--- config.mk ---
export PLATFORM = sky130hd
export DESIGN_NAME = phy_ctl_regbank
export DESIGN_NICKNAME = d
export VERILOG_FILES = /design/src/rtl/phy_regbank_pkg.sv /design/src/rtl/phy_hiword_reg.sv /design/src/rtl/phy_status_sync.sv /design/src/rtl/phy_ctl_regbank.sv
export SDC_FILE = /design/constraint.sdc
export NUM_CORES = 1
export LEC_CHECK = 0
export BUFFER_PORTS_ARGS = -buffer_cell sky130_fd_sc_hd__clkbuf_2
export CAP_MARGIN = 40
export CORE_UTILIZATION = 58
export DETAILED_ROUTE_END_ITERATION = 8
export PLACE_DENSITY = 0.78
export SKIP_LAST_GASP = 1
export SLEW_MARGIN = 20
export SYNTH_ARGS = -nofsm -noshare
export SYNTH_HDL_FRONTEND = slang
export SYNTH_SLANG_ARGS = --single-unit
export TNS_END_PERCENT = 50
--- constraint.sdc ---
create_clock -name clk -period 1.3 [get_ports clk]
set_input_delay 0.065 -clock clk [delete_from_list [all_inputs] [get_ports clk]]
set_output_delay 0.065 -clock clk [all_outputs]
set_load 0.01 [all_outputs]
--- src/rtl/phy_regbank_pkg.sv ---
package phy_regbank_pkg;

   localparam int WORD_W = 32;
   localparam int HALF_W = WORD_W / 2;

   // power / DLL / drive word
   localparam int PWR_REG    = 6;
   localparam int PWR_BIT    = 0;
   localparam int DLLEN_BIT  = 1;
   localparam int DRV_LSB    = 4;
   localparam int DRV_W      = 3;

   // frequency band / tap delay word
   localparam int TAP_REG    = 0;
   localparam int BAND_LSB   = 12;
   localparam int BAND_W     = 2;
   localparam int TAPEN_BIT  = 11;
   localparam int TAPSEL_LSB = 7;
   localparam int TAPSEL_W   = 4;

   // status word
   localparam int CAL_BIT    = 6;
   localparam int LOCK_BIT   = 5;
   localparam int STAT_W     = 2;

   localparam logic [WORD_W-1:0] STATUS_MASK =
      (WORD_W'(1) << CAL_BIT) | (WORD_W'(1) << LOCK_BIT);

endpackage

--- src/rtl/phy_hiword_reg.sv ---
module phy_hiword_reg #(
   parameter int HALF_W = 16,
   parameter logic [HALF_W-1:0] RESET_VAL = '0
) (
   input  logic                  clk,
   input  logic                  rst_n,
   input  logic                  wr_en,
   input  logic [2*HALF_W-1:0]   wr_word,
   output logic [HALF_W-1:0]     q
);

   localparam int ENA_LSB = HALF_W;

   if (HALF_W < 1 || HALF_W > 32) begin : g_bad_width
      $error("phy_hiword_reg: HALF_W must be 1..32");
   end

   logic [HALF_W-1:0] ena;
   assign ena = wr_word[ENA_LSB +: HALF_W];

   for (genvar b = 0; b < HALF_W; b++) begin : g_bit
      logic bit_r;
      always_ff @(posedge clk or negedge rst_n) begin
         if (!rst_n)
            bit_r <= RESET_VAL[b];
         else if (wr_en && ena[b])
            bit_r <= wr_word[b];
      end
      assign q[b] = bit_r;
   end


   zero_mask_hold_chk: assert property (@(posedge clk) disable iff (!rst_n)
      (wr_en && ena == '0) |=> $stable(q));


   enabled_bits_load_chk: assert property (@(posedge clk) disable iff (!rst_n)
      wr_en |=> ((q & $past(ena)) == ($past(wr_word[HALF_W-1:0]) & $past(ena))));


   disabled_bits_hold_chk: assert property (@(posedge clk) disable iff (!rst_n)
      wr_en |=> (((q ^ $past(q)) & ~$past(ena)) == '0));

endmodule

--- src/rtl/phy_status_sync.sv ---
module phy_status_sync #(
   parameter int WIDTH  = 2,
   parameter int STAGES = 2
) (
   input  logic             clk,
   input  logic             rst_n,
   input  logic [WIDTH-1:0] d,
   output logic [WIDTH-1:0] q
);

   if (STAGES < 0 || STAGES > 4) begin : g_bad_stages
      $error("phy_status_sync: STAGES must be 0..4");
   end
   if (WIDTH < 1) begin : g_bad_w
      $error("phy_status_sync: WIDTH must be positive");
   end

   if (STAGES == 0) begin : g_direct
      assign q = d;
   end else begin : g_chain
      logic [WIDTH-1:0] pipe [STAGES];
      always_ff @(posedge clk or negedge rst_n) begin
         if (!rst_n) begin
            for (int s = 0; s < STAGES; s++) pipe[s] <= '0;
         end else begin
            pipe[0] <= d;
            for (int s = 1; s < STAGES; s++) pipe[s] <= pipe[s-1];
         end
      end
      assign q = pipe[STAGES-1];


      sync_first_stage_chk: assert property (@(posedge clk) disable iff (!rst_n)
         1'b1 |=> (pipe[0] == $past(d)));
   end

endmodule

--- src/rtl/phy_ctl_regbank.sv ---
module phy_ctl_regbank
   import phy_regbank_pkg::*;
#(
   parameter int ADDR_W        = 8,
   parameter int NUM_CTRL      = 7,
   parameter int STATUS_OFFSET = 32'h20,
   parameter int SYNC_STAGES   = 2
) (
   input  logic                clk,
   input  logic                rst_n,
   input  logic [ADDR_W-1:0]   reg_addr,
   input  logic [WORD_W-1:0]   reg_wdata,
   input  logic                reg_wr,
   input  logic                reg_rd,
   output logic [WORD_W-1:0]   reg_rdata,
   input  logic                cal_done_i,
   input  logic                dll_lock_i,
   output logic                ana_pwr_on,
   output logic                dll_enable,
   output logic [DRV_W-1:0]    drv_strength,
   output logic [BAND_W-1:0]   dll_band,
   output logic                otap_enable,
   output logic [TAPSEL_W-1:0] otap_select
);

   localparam int IDX_W      = ADDR_W - 2;
   localparam int STATUS_IDX = STATUS_OFFSET / 4;
   localparam logic [IDX_W-1:0] NUM_CTRL_V   = IDX_W'(NUM_CTRL);
   localparam logic [IDX_W-1:0] STATUS_IDX_V = IDX_W'(STATUS_IDX);
   localparam logic [IDX_W-1:0] PWR_IDX_V    = IDX_W'(PWR_REG);

   // elaboration-time parameter checks
   if (ADDR_W < 3 || ADDR_W > 16) begin : g_bad_addr
      $error("phy_ctl_regbank: ADDR_W must be 3..16");
   end
   if (NUM_CTRL <= PWR_REG || NUM_CTRL <= TAP_REG) begin : g_bad_count
      $error("phy_ctl_regbank: NUM_CTRL too small for decoded fields");
   end
   if ((STATUS_OFFSET % 4) != 0 || STATUS_IDX < NUM_CTRL) begin : g_bad_stat
      $error("phy_ctl_regbank: status offset misplaced");
   end
   if (STATUS_IDX >= (1 << IDX_W)) begin : g_stat_range
      $error("phy_ctl_regbank: status offset outside address space");
   end

   // address decode
   logic [IDX_W-1:0] word_idx;
   logic             aligned;
   logic             ctrl_hit;
   logic             status_hit;

   assign word_idx   = reg_addr[ADDR_W-1:2];
   assign aligned    = (reg_addr[1:0] == 2'b00);
   assign ctrl_hit   = aligned && (word_idx < NUM_CTRL_V);
   assign status_hit = aligned && (word_idx == STATUS_IDX_V);

   // control words
   logic [HALF_W-1:0] ctrl_q [NUM_CTRL];

   for (genvar r = 0; r < NUM_CTRL; r++) begin : g_ctrl
      logic sel;
      assign sel = reg_wr && ctrl_hit && (word_idx == IDX_W'(r));
      phy_hiword_reg #(.HALF_W(HALF_W)) u_word (
         .clk     (clk),
         .rst_n   (rst_n),
         .wr_en   (sel),
         .wr_word (reg_wdata),
         .q       (ctrl_q[r])
      );
   end

   // status capture
   logic [STAT_W-1:0] stat_s;

   phy_status_sync #(.WIDTH(STAT_W), .STAGES(SYNC_STAGES)) u_sync (
      .clk   (clk),
      .rst_n (rst_n),
      .d     ({cal_done_i, dll_lock_i}),
      .q     (stat_s)
   );

   logic [WORD_W-1:0] status_word;
   always_comb begin
      status_word           = '0;
      status_word[CAL_BIT]  = stat_s[1];
      status_word[LOCK_BIT] = stat_s[0];
   end

   // read path
   logic [WORD_W-1:0] rd_next;
   always_comb begin
      rd_next = '0;
      if (ctrl_hit) begin
         for (int r = 0; r < NUM_CTRL; r++) begin
            if (word_idx == IDX_W'(r)) rd_next = {{HALF_W{1'b0}}, ctrl_q[r]};
         end
      end else if (status_hit) begin
         rd_next = status_word;
      end
   end

   always_ff @(posedge clk or negedge rst_n) begin
      if (!rst_n)
         reg_rdata <= '0;
      else if (reg_rd)
         reg_rdata <= rd_next;
   end

   // field decode
   assign ana_pwr_on   = ctrl_q[PWR_REG][PWR_BIT];
   assign dll_enable   = ctrl_q[PWR_REG][DLLEN_BIT];
   assign drv_strength = ctrl_q[PWR_REG][DRV_LSB +: DRV_W];
   assign dll_band     = ctrl_q[TAP_REG][BAND_LSB +: BAND_W];
   assign otap_enable  = ctrl_q[TAP_REG][TAPEN_BIT];
   assign otap_select  = ctrl_q[TAP_REG][TAPSEL_LSB +: TAPSEL_W];


   unmapped_rd_zero_chk: assert property (@(posedge clk) disable iff (!rst_n)
      (reg_rd && !ctrl_hit && !status_hit) |=> (reg_rdata == '0));


   ctrl_rd_upper_zero_chk: assert property (@(posedge clk) disable iff (!rst_n)
      (reg_rd && ctrl_hit) |=> (reg_rdata[WORD_W-1:HALF_W] == '0));


   rdata_hold_chk: assert property (@(posedge clk) disable iff (!rst_n)
      !reg_rd |=> $stable(reg_rdata));


   status_spare_zero_chk: assert property (@(posedge clk) disable iff (!rst_n)
      (reg_rd && status_hit) |=> ((reg_rdata & ~STATUS_MASK) == '0));


   pwr_fields_hold_chk: assert property (@(posedge clk) disable iff (!rst_n)
      !(reg_wr && ctrl_hit && word_idx == PWR_IDX_V)
         |=> $stable({ana_pwr_on, dll_enable, drv_strength}));


   reset_outputs_off_chk: assert property (@(posedge clk)
      !rst_n |-> (!ana_pwr_on && !dll_enable && reg_rdata == '0));

endmodule

Yosys cells after proc, flatten, opt, wreduce, memory -nomap -nowiden
Index checks and enable logic that the tools add are counted.
{"block": "totals", "reg_bits": 148, "input_bits": 46, "out_inout_bits": 44, "word_cells": 256}
{"block": "classes", "order_cmp": 1, "n_eq_ne": 7, "n_mux": 9, "reduce_logical": 124}
{"operator": "32-bit 2-to-1 mux", "count": 7}
{"operator": "1-bit logical AND", "count": 122}
{"operator": "6-bit by 3-bit equality test with 1-bit output (second input constant)", "count": 3}
{"operator": "16-bit 2-to-1 mux", "count": 1}
{"operator": "6-bit by 2-bit equality test with 1-bit output (second input constant)", "count": 2}
{"operator": "7-bit 2-to-1 mux", "count": 1}
{"operator": "6-bit by 1-bit equality test with 1-bit output (second input constant)", "count": 1}
{"operator": "6-bit by 4-bit equality test with 1-bit output (second input constant)", "count": 1}
{"operator": "6-bit zero test", "count": 1}
{"operator": "6-bit by 3-bit less-than comparator with 1-bit output (second input constant)", "count": 1}
{"operator": "2-bit zero test", "count": 1}

Longest topological paths before layout
Gate-level depths: netlist of run 1.
{"block": "depth", "depth_word": 9, "ltp_mapped": 9, "mapped_depth_nobuf": 5}

By module
A second synthesis of run 1 with hierarchy kept.
{"block": "unflattened", "hier_cells": 670, "hier_area_um2": 7544.7}
{"module": "phy_hiword_reg", "n_inst": 7, "cells_each": 66, "area_each_um2": 820.8, "seq_area_each_um2": 400.4}
{"module": "phy_ctl_regbank", "n_inst": 1, "cells_each": 202, "area_each_um2": 1684.1, "seq_area_each_um2": 400.4}
{"module": "phy_status_sync", "n_inst": 1, "cells_each": 6, "area_each_um2": 115.1, "seq_area_each_um2": 100.1}

Worst setup path after synthesis of run 1
Ideal clock, no wire load.
{"block": "synth_path", "kind": "input -> register", "from": "in reg_addr[2]", "to": "reg g_ctrl[2].u_word.g_bit[10].bit_r", "setup_time_ns": 0.127, "arrival_time_ns": 1.544, "required_ns": 1.173, "path_slack_ns": -0.371, "path_stages": 8, "path_buffers": 3, "cell_sequence": "buf_2 -> nor4b_2 -> nor3b_4 -> nor2b_1 -> buf_4 -> buf_6 -> nand2_1 -> mux2_1"}
{"block": "synth_between", "elab_chain_cells": 5, "elab_cells_between_ends": 6, "classes_between": "order compare: 1; eq/ne: 1; reduce/logical: 4"}
{"element": "start, declared", "line": "phy_ctl_regbank.sv:11", "text": "input logic [ADDR_W-1:0] reg_addr,"}
{"element": "6-bit by 3-bit less-than comparator with 1-bit output", "line": "phy_ctl_regbank.sv:54", "text": "assign ctrl_hit = aligned && (word_idx < NUM_CTRL_V);"}
{"element": "1-bit logical AND", "line": "phy_ctl_regbank.sv:54"}
{"element": "1-bit logical AND", "line": "phy_ctl_regbank.sv:62", "text": "assign sel = reg_wr && ctrl_hit && (word_idx == IDX_W'(r));"}
{"element": "1-bit logical AND (*)", "line": "phy_ctl_regbank.sv:62"}
{"element": "1-bit logical AND (*)", "line": "phy_hiword_reg.sv:26", "text": "else if (wr_en && ena[b])"}
{"element": "end signal, assigned", "line": "phy_hiword_reg.sv:25", "text": "bit_r <= RESET_VAL[b];"}
{"element": "end signal, assigned", "line": "phy_hiword_reg.sv:27", "text": "bit_r <= wr_word[b];"}
{"element": "end, declared", "line": "phy_hiword_reg.sv:22", "text": "logic bit_r;"}
Mark *: on every way between the ends. The rest lies on a longest branch, timed or not.
A chain may end at the register's enable or synchronous reset.

Worst setup path after layout of run 1
{"block": "layout_path", "from": "in reg_addr[7]", "to": "reg g_ctrl[1].u_word.g_bit[7].bit_r"}
{"block": "layout_between", "elab_chain_cells": 5, "elab_cells_between_ends": 6, "classes_between": "order compare: 1; eq/ne: 1; reduce/logical: 4"}
{"element": "6-bit by 3-bit less-than comparator with 1-bit output", "line": "phy_ctl_regbank.sv:54"}
{"element": "1-bit logical AND", "line": "phy_ctl_regbank.sv:54"}
{"element": "1-bit logical AND", "line": "phy_ctl_regbank.sv:62"}
{"element": "1-bit logical AND (*)", "line": "phy_ctl_regbank.sv:62"}
{"element": "1-bit logical AND (*)", "line": "phy_hiword_reg.sv:26"}
{"element": "end signal, assigned", "line": "phy_hiword_reg.sv:25"}
{"element": "end signal, assigned", "line": "phy_hiword_reg.sv:27"}
{"element": "end, declared", "line": "phy_hiword_reg.sv:22"}
Marked as above.

==> results of run 1 <==
==> worst max-delay path by stage <==
stage / start / to / slack [ns] / cells past startpoint
2_1_floorplan: reg_addr[2] / g_ctrl[2].u_word.g_bit[10].bit_r$_DFFE_PN0P_ / -0.25 / 8
3_3_place_gp: reg_addr[6] / g_ctrl[0].u_word.g_bit[15].bit_r$_DFFE_PN0P_ / -0.42 / 8
3_5_place_dp: reg_addr[7] / g_ctrl[2].u_word.g_bit[8].bit_r$_DFFE_PN0P_ / -0.47 / 7
4_1_cts: reg_addr[6] / g_ctrl[0].u_word.g_bit[10].bit_r$_DFFE_PN0P_ / -0.03 / 8
5_1_grt: reg_addr[2] / g_ctrl[2].u_word.g_bit[7].bit_r$_DFFE_PN0P_ / -0.04 / 7
6_report: reg_addr[7] / g_ctrl[1].u_word.g_bit[7].bit_r$_DFFE_PN0P_ / -0.02 / 7
==> sequential cells by signal, summed over array words and instances, names as in the netlist <==
name,count
g_ctrl.u_word.g_bit.bit_r,112
u_sync.q,2
reg_rdata,16
u_sync.g_chain.pipe,2
==> power groups by stage <==
stage	clock network (W)	registers, W	logic (W)
3_5_place_dp	0	0.00422	0.000517
4_1_cts	0.00446	0.00415	0.000563
5_1_grt	0.00467	0.00415	0.000642
3_3_place_gp	0	0.00422	0.000503
2_1_floorplan	0	0.00422	0.000189
6_report	0.00445	0.00415	0.000586
==> stage by stage <==
| stage | total power (W) | setup TNS [ns] | utilization |
|---|---|---|---|
| 4_1_cts | 0.00917 | -0.157 | 0.741 |
| 6_report | 0.00918 | -0.0242 | 0.757 |
| 2_1_floorplan | 0.00441 | -16.38 | - |
| 3_3_place_gp | 0.00473 | -41.96 | 0.673 |
| 5_1_grt | 0.00946 | -0.396 | 0.757 |
| 3_5_place_dp | 0.00474 | -47.57 | 0.673 |
==> repair_timing <==
action,CTS,global route
gates resized for setup,2,39
hold endpoints to repair,215,0
hold buffers,18,0
pin swaps,1,3
buffers inserted,1,5
gates cloned,0,1
endpoints found under the setup margin,21,110
==> cell families (layout without fill, tap and decap cells) <==
| logic type | count (synthesis) | in the layout | synth area share |
|---|---|---|---|
| muxes | 114 | 114 | 0.196 |
| DFF | 132 | 132 | 0.504 |
| buffers and inverters | 62 | 185 | 0.0605 |
| other | 1 | 16 | 0.000572 |
| AOI/OAI and AO/OA | 119 | 119 | 0.118 |
| and+or+nand+nor | 167 | 167 | 0.120 |
==> area by class of cell <==
type,instances,area share
Sequential cell,132,0.399
Tap cell,140,0.0212
Clock buffer,22,0.0561
Multi-Input combinational cell,416,0.372
Timing Repair Buffer,148,0.140
Inverter,5,0.00227
Clock inverter,10,0.00997
==> worst max-delay path, cell delays in order <==
cell and delay (ns):
buf_4 0.16, nor4b_4 0.28, nor3b_4 0.28, nor2b_4 0.29
buf_8 0.18, nand2_4 0.05, mux2_4 0.29
==> per-layer routing <==
metal | track usage | wire (um)
met3 | 0.0657 | 1070
met2 | 0.535 | 8750
met5 | 0 | 0
met1 | 0.390 | 6890
met4 | 0.135 | 420
==> Yosys cell counts, types with 2 or more instances <==
| cell type | count | area (um2) |
|---|---|---|
| mux2_1 | 25 | 282 |
| clkbuf_1 | 12 | 45.0 |
| buf_4 | 29 | 218 |
| nor2_1 | 2 | 7.51 |
| nor3b_4 | 2 | 37.5 |
| o211ai_1 | 16 | 120 |
| dfrtp_1 | 132 | 3300 |
| o21ai_0 | 20 | 100 |
| nand2_1 | 129 | 484 |
| o22ai_1 | 2 | 12.5 |
| a21o_1 | 2 | 15.0 |
| nand2b_1 | 14 | 87.6 |
| and2_1 | 2 | 12.5 |
| a211oi_1 | 2 | 15.0 |
| buf_2 | 10 | 50.1 |
| a31o_2 | 13 | 114 |
| nor2_2 | 3 | 18.8 |
| a21oi_1 | 32 | 160 |
| nor2b_1 | 2 | 12.5 |
| nor4_2 | 2 | 25.0 |
| o21a_1 | 2 | 15.0 |
| mux2_2 | 88 | 991 |
| and3_1 | 2 | 12.5 |
| inv_1 | 5 | 18.8 |
| a22oi_1 | 28 | 210 |
| and2b_1 | 3 | 22.5 |
| buf_6 | 4 | 45.0 |
==> impl_metrics.json, run 1 <==
{
  "leakage_nw": 3.95,
  "portBuffers": 73,
  "holdPathStages": 2,
  "violations": "negative setup slack",
  "r2r-end": "reg_rdata[5]$_DFFE_PN0P_",
  "drive_above_1_share": 0.420,
  "grtUsageTotal": 0.315,
  "grt_pass1_wl_um": 27200,
  "power.share.sequential": 0.452,
  "stdcell_count": 873,
  "synth_edf_count": 0,
  "yosysSeqAreaShare": 0.504,
  "period_minus_slack_ns": 1.32,
  "yosysUniqueCellTypes": 39,
  "outcome": "finished with violations",
  "wirelength_um": 17100,
  "rows": 38,
  "async_flop_share": 1.00,
  "cp-start-kind": "input pin",
  "via_per_inst": 5.90,
  "critPathKind": "input pin to flip-flop",
  "die-area_um2": 11700,
  "die_w_um": 108,
  "final-setup-viol-count": 2,
  "reg2reg_setup_slack_ns": 0.13,
  "cts-root-buf": "clkbuf_16",
  "netlist_instances": 595,
  "crit_arrival_ns": 1.61,
  "insertion_delay_ns": 0.41,
  "numCtsBuffers": 17,
  "clkTransAtPathRegs_ns": 0.06,
  "antenna_found_initial": 0,
  "cts_tree": "done",
  "hp-start": "reg_wdata[13]",
  "initialDrtViolationCount": 349,
  "final_area_um2": 8280,
  "grt_start_max_net_pins": 47,
  "fillCellCount": 682,
  "setup_ws_ns": -0.0213,
  "ys.flop_type": "dfrtp_1",
  "place_area_um2": 7360,
  "final_cell_mix": "132 x dfrtp_1, 109 x nand2_1, 87 x mux2_2",
  "rsz0062_at_grt": "yes",
  "synth-seq-cells": 132,
  "cp.required_ns": 1.59,
  "end_kind": "flip-flop",
  "min_to": "g_ctrl[2].u_word.g_bit[13].bit_r$_DFFE_PN0P_",
  "p_comb_frac": 0.064,
  "hold_class": "input pin to flip-flop",
  "clock.fmax_mhz": 757,
  "ff2ff_path_depth": 4,
  "whs_ns": 0.0201,
  "htree_levels": 4,
  "cts_sinks": 132,
  "gp_congestion": 0.839,
  "dieHeight_um": 108,
  "grt_pass1_vias": 5344,
  "io_pins": 90,
  "register_area_um2": 3300,
  "fin_nets": 766,
  "antennaDiodeCount": 0,
  "p_sw_frac": 0.231,
  "dp_slack_ns": -0.470,
  "drtAntennaViolNets": 0,
  "p_switching_w": 0.00212,
  "yosysWarnings": 0,
  "p_int_w": 0.00706,
  "clockBufferDepth": 2,
  "irDropWorstVdd_mv": 0.869,
  "powerDensity_nw_per_um2": 1110,
  "hpwlAfterDp_um": 11400,
  "finalHoldViolCount": 0,
  "post-route-drc-count": 0,
  "multiInputGateArea_um2": 3080,
  "r2r-start": "g_ctrl[0].u_word.g_bit[5].bit_r$_DFFE_PN0P_",
  "num_vias": 5152,
  "synth_area_per_cell_um2": 11.0,
  "fin_crit_sh": 1.02,
  "maxSlewViolCount": 0,
  "wire_per_inst_um": 19.6,
  "drv_cap": 0,
  "final_common_cell": "dfrtp_1",
  "path_max_fanout": 6,
  "area.growth.synth_to_final_pct": 26.3,
  "finClkSkew_ns": 0.00496,
  "core_um2": 10900,
  "syn-cell-area_um2": 6560,
  "gr-total-overflow": 0,
  "start_util": 0.600,
  "dp_cells": 816,
  "drt-pass1-iter-count": 5,
  "clockPowerShare": 0.484
}
No activity file was read; power rests on OpenSTA's default activity.
==> inputs of run 2 (changes only) <==
ABC_AREA = 1   (was default)
CAP_MARGIN = default   (was 40)
CORE_UTILIZATION = 57   (was 58)
PLACE_DENSITY = 0.77   (was 0.78)
==> impl_metrics.json, run 2 <==
{
  "powerDensity_nw_per_um2": 1250,
  "dr_wl_met3_um": 1900,
  "whs_ns": -0.0186,
  "clock.fmax_mhz": 854,
  "critPathSlowestCell": "dfrtp_1",
  "fin_nets": 996,
  "cp.required_ns": 1.24,
  "cts-resized-gates": 0,
  "core_um2": 10800,
  "portBuffers": 73,
  "antennaDiodeCount": 0,
  "post-synth-top-area-fraction": 0.525,
  "clkTransAtPathRegs_ns": 0.06,
  "die-area_um2": 11500,
  "synth-seq-cells": 132,
  "critPathBufInv": 1,
  "synthTopCellsByCount": "350 x nand2_1, 132 x dfrtp_1, 64 x o21ai_0, 48 x o21ai_1, 35 x nor2_1",
  "drtAntennaViolNets": 0,
  "initialDrtViolationCount": 655,
  "p_switching_w": 0.00219,
  "outcome": "finished with violations",
  "via_per_inst": 5.68,
  "wire_per_inst_um": 17.0,
  "yosysSeqAreaShare": 0.525,
  "p_int_w": 0.00817,
  "violations": "negative hold slack",
  "gp_congestion": 0.898,
  "top_layer": "met4",
  "postCtsHoldBufs": 40,
  "rows": 38,
  "post-route-util": 0.766,
  "start_util": 0.583,
  "maxSlewViolCount": 0,
  "ys.flop_type": "dfrtp_1",
  "path_cells": "clkbuf_2",
  "irDropWorstVdd_mv": 0.828,
  "rsz0062_at_grt": "no",
  "cts_sinks": 132,
  "num_vias": 6260,
  "async_flop_share": 1.00,
  "final_common_cell": "nand2_1",
  "p_sw_frac": 0.211,
  "reg_top3": "g_ctrl.u_word.g_bit.bit_r: 112 flops, reg_rdata: 16 flops",
  "dieHeight_um": 107,
  "wl_met1_um": 7410,
  "post-route-drc-count": 0,
  "clockBufferDepth": 2,
  "p_comb_frac": 0.058,
  "routed-wl-met2_um": 8800,
  "setup_ws_ns": 0.129,
  "antenna_found_initial": 0,
  "hold_class": "input pin to async pin",
  "drt-pass1-iter-count": 7,
  "finClkSkew_ns": 0.00546,
  "synth_area_per_cell_um2": 7.96,
  "syn-cell-area_um2": 6300,
  "yosysMostFrequentCell": "nand2_1",
  "yosysUniqueCellTypes": 26,
  "grt_start_max_net_pins": 44,
  "drive_above_1_share": 0.186,
  "cp_top_family": "flip-flops",
  "netlist_instances": 791,
  "grtUsageTotal": 0.353,
  "wirelength_um": 18800,
  "dp_cells": 1031,
  "gr-total-overflow": 0,
  "post_cts_buffers": 0,
  "io_pins": 90,
  "finalHoldViolCount": 15,
  "area.growth.synth_to_final_pct": 31.3,
  "htree_levels": 4,
  "yosysWarnings": 0,
  "cp-start-kind": "flip-flop",
  "clockPowerShare": 0.541,
  "hpwlAfterDp_um": 12000,
  "path_max_fanout": 3,
  "grt_pass1_vias": 6245,
  "leakage_nw": 4.00,
  "die_w_um": 107,
  "dp_slack_ns": -0.202,
  "insertion_delay_ns": 0.53,
  "power.share.sequential": 0.401,
  "final_cell_mix": "348 x nand2_1, 132 x dfrtp_1, 72 x clkbuf_2",
  "synth_top_area_cell": "dfrtp_1",
  "cts_tree": "done",
  "drv_cap": 0,
  "grt_pass1_wl_um": 30300,
  "fin_crit_sh": 0.901,
  "period_minus_slack_ns": 1.17,
  "synth.area.top_cells": "dfrtp_1 52%, nand2_1 21%, o21ai_0 5.1%, buf_4 4.1%, o21ai_1 3.8%",
  "cpPeakStageDelay_ns": 0.42,
  "crit_arrival_ns": 1.11,
  "final-setup-viol-count": 0,
  "end_kind": "output pin",
  "numCtsBuffers": 17,
  "largest_register": "g_ctrl.u_word.g_bit.bit_r",
  "stdcell_count": 1103,
  "fin_tns_setup_ns": 0,
  "largest_reg_flops": 112,
  "synth_edf_count": 0,
  "cts-root-buf": "clkbuf_8",
  "critPathKind": "flip-flop to output pin"
}
run 2: power by group through the flow:
stage                     clock network (W)  logic (W)  registers, W
after global routing                0.00581   0.000653       0.00415
after global placement                    0   0.000478       0.00422
final                               0.00561   0.000599       0.00415
after floorplan                           0   0.000188       0.00422
after detailed placement                  0   0.000491       0.00422
after CTS                           0.00563   0.000590       0.00415
run 2: layout make-up:
type / instances / area, um2
fill: 704 / 2530
multi-input combinational: 600 / 2650
clock buffer: 20 / 445
tap: 140 / 175
inverter: 30 / 113
clock inverter: 12 / 250
sequential: 132 / 3300
timing repair buffer: 169 / 1330
run 2: cells by family after synthesis:
family	synth area share
and+or+nand+nor	0.294
AOI/OAI and AO/OA	0.116
DFF	0.525
buffers and inverters	0.0652
other	0.000596
run 2: path summary, 6_finish.rpt:
kind                                                         startpoint                                      endpoint  slack [ns]  depth (start not counted)
max                         g_ctrl[6].u_word.g_bit[5].bit_r$_DFFE_PN0P_                               drv_strength[1]        0.13                          1
max in group asynchronous                                         rst_n  g_ctrl[2].u_word.g_bit[10].bit_r$_DFFE_PN0P_        0.28                          3
max reg2reg                g_ctrl[1].u_word.g_bit[14].bit_r$_DFFE_PN0P_                     reg_rdata[14]$_DFFE_PN0P_        0.21                          6
min reg2reg                            u_sync.g_chain.pipe[2]$_DFF_PN0_                         u_sync.q[0]$_DFF_PN0_        0.36                          0
min in group clk                                            reg_addr[7]                      reg_rdata[6]$_DFFE_PN0P_        0.09                          6
min                                                               rst_n  g_ctrl[4].u_word.g_bit[12].bit_r$_DFFE_PN0P_       -0.02                          2
run 2: per-layer routing:
metal	track usage	vias to the layer above
met5	0	-
met4	0.152	0
met3	0.0930	85
met2	0.558	383
met1	0.459	2939
li1	-	2853
run 2: stage by stage:
step	total power [W]	instance area [um2]
floorplan	0.00441	6370
global route	0.0106	8270
detailed placement	0.00471	7170
CTS	0.0104	8270
global placement	0.00470	7170
finish	0.0104	8270
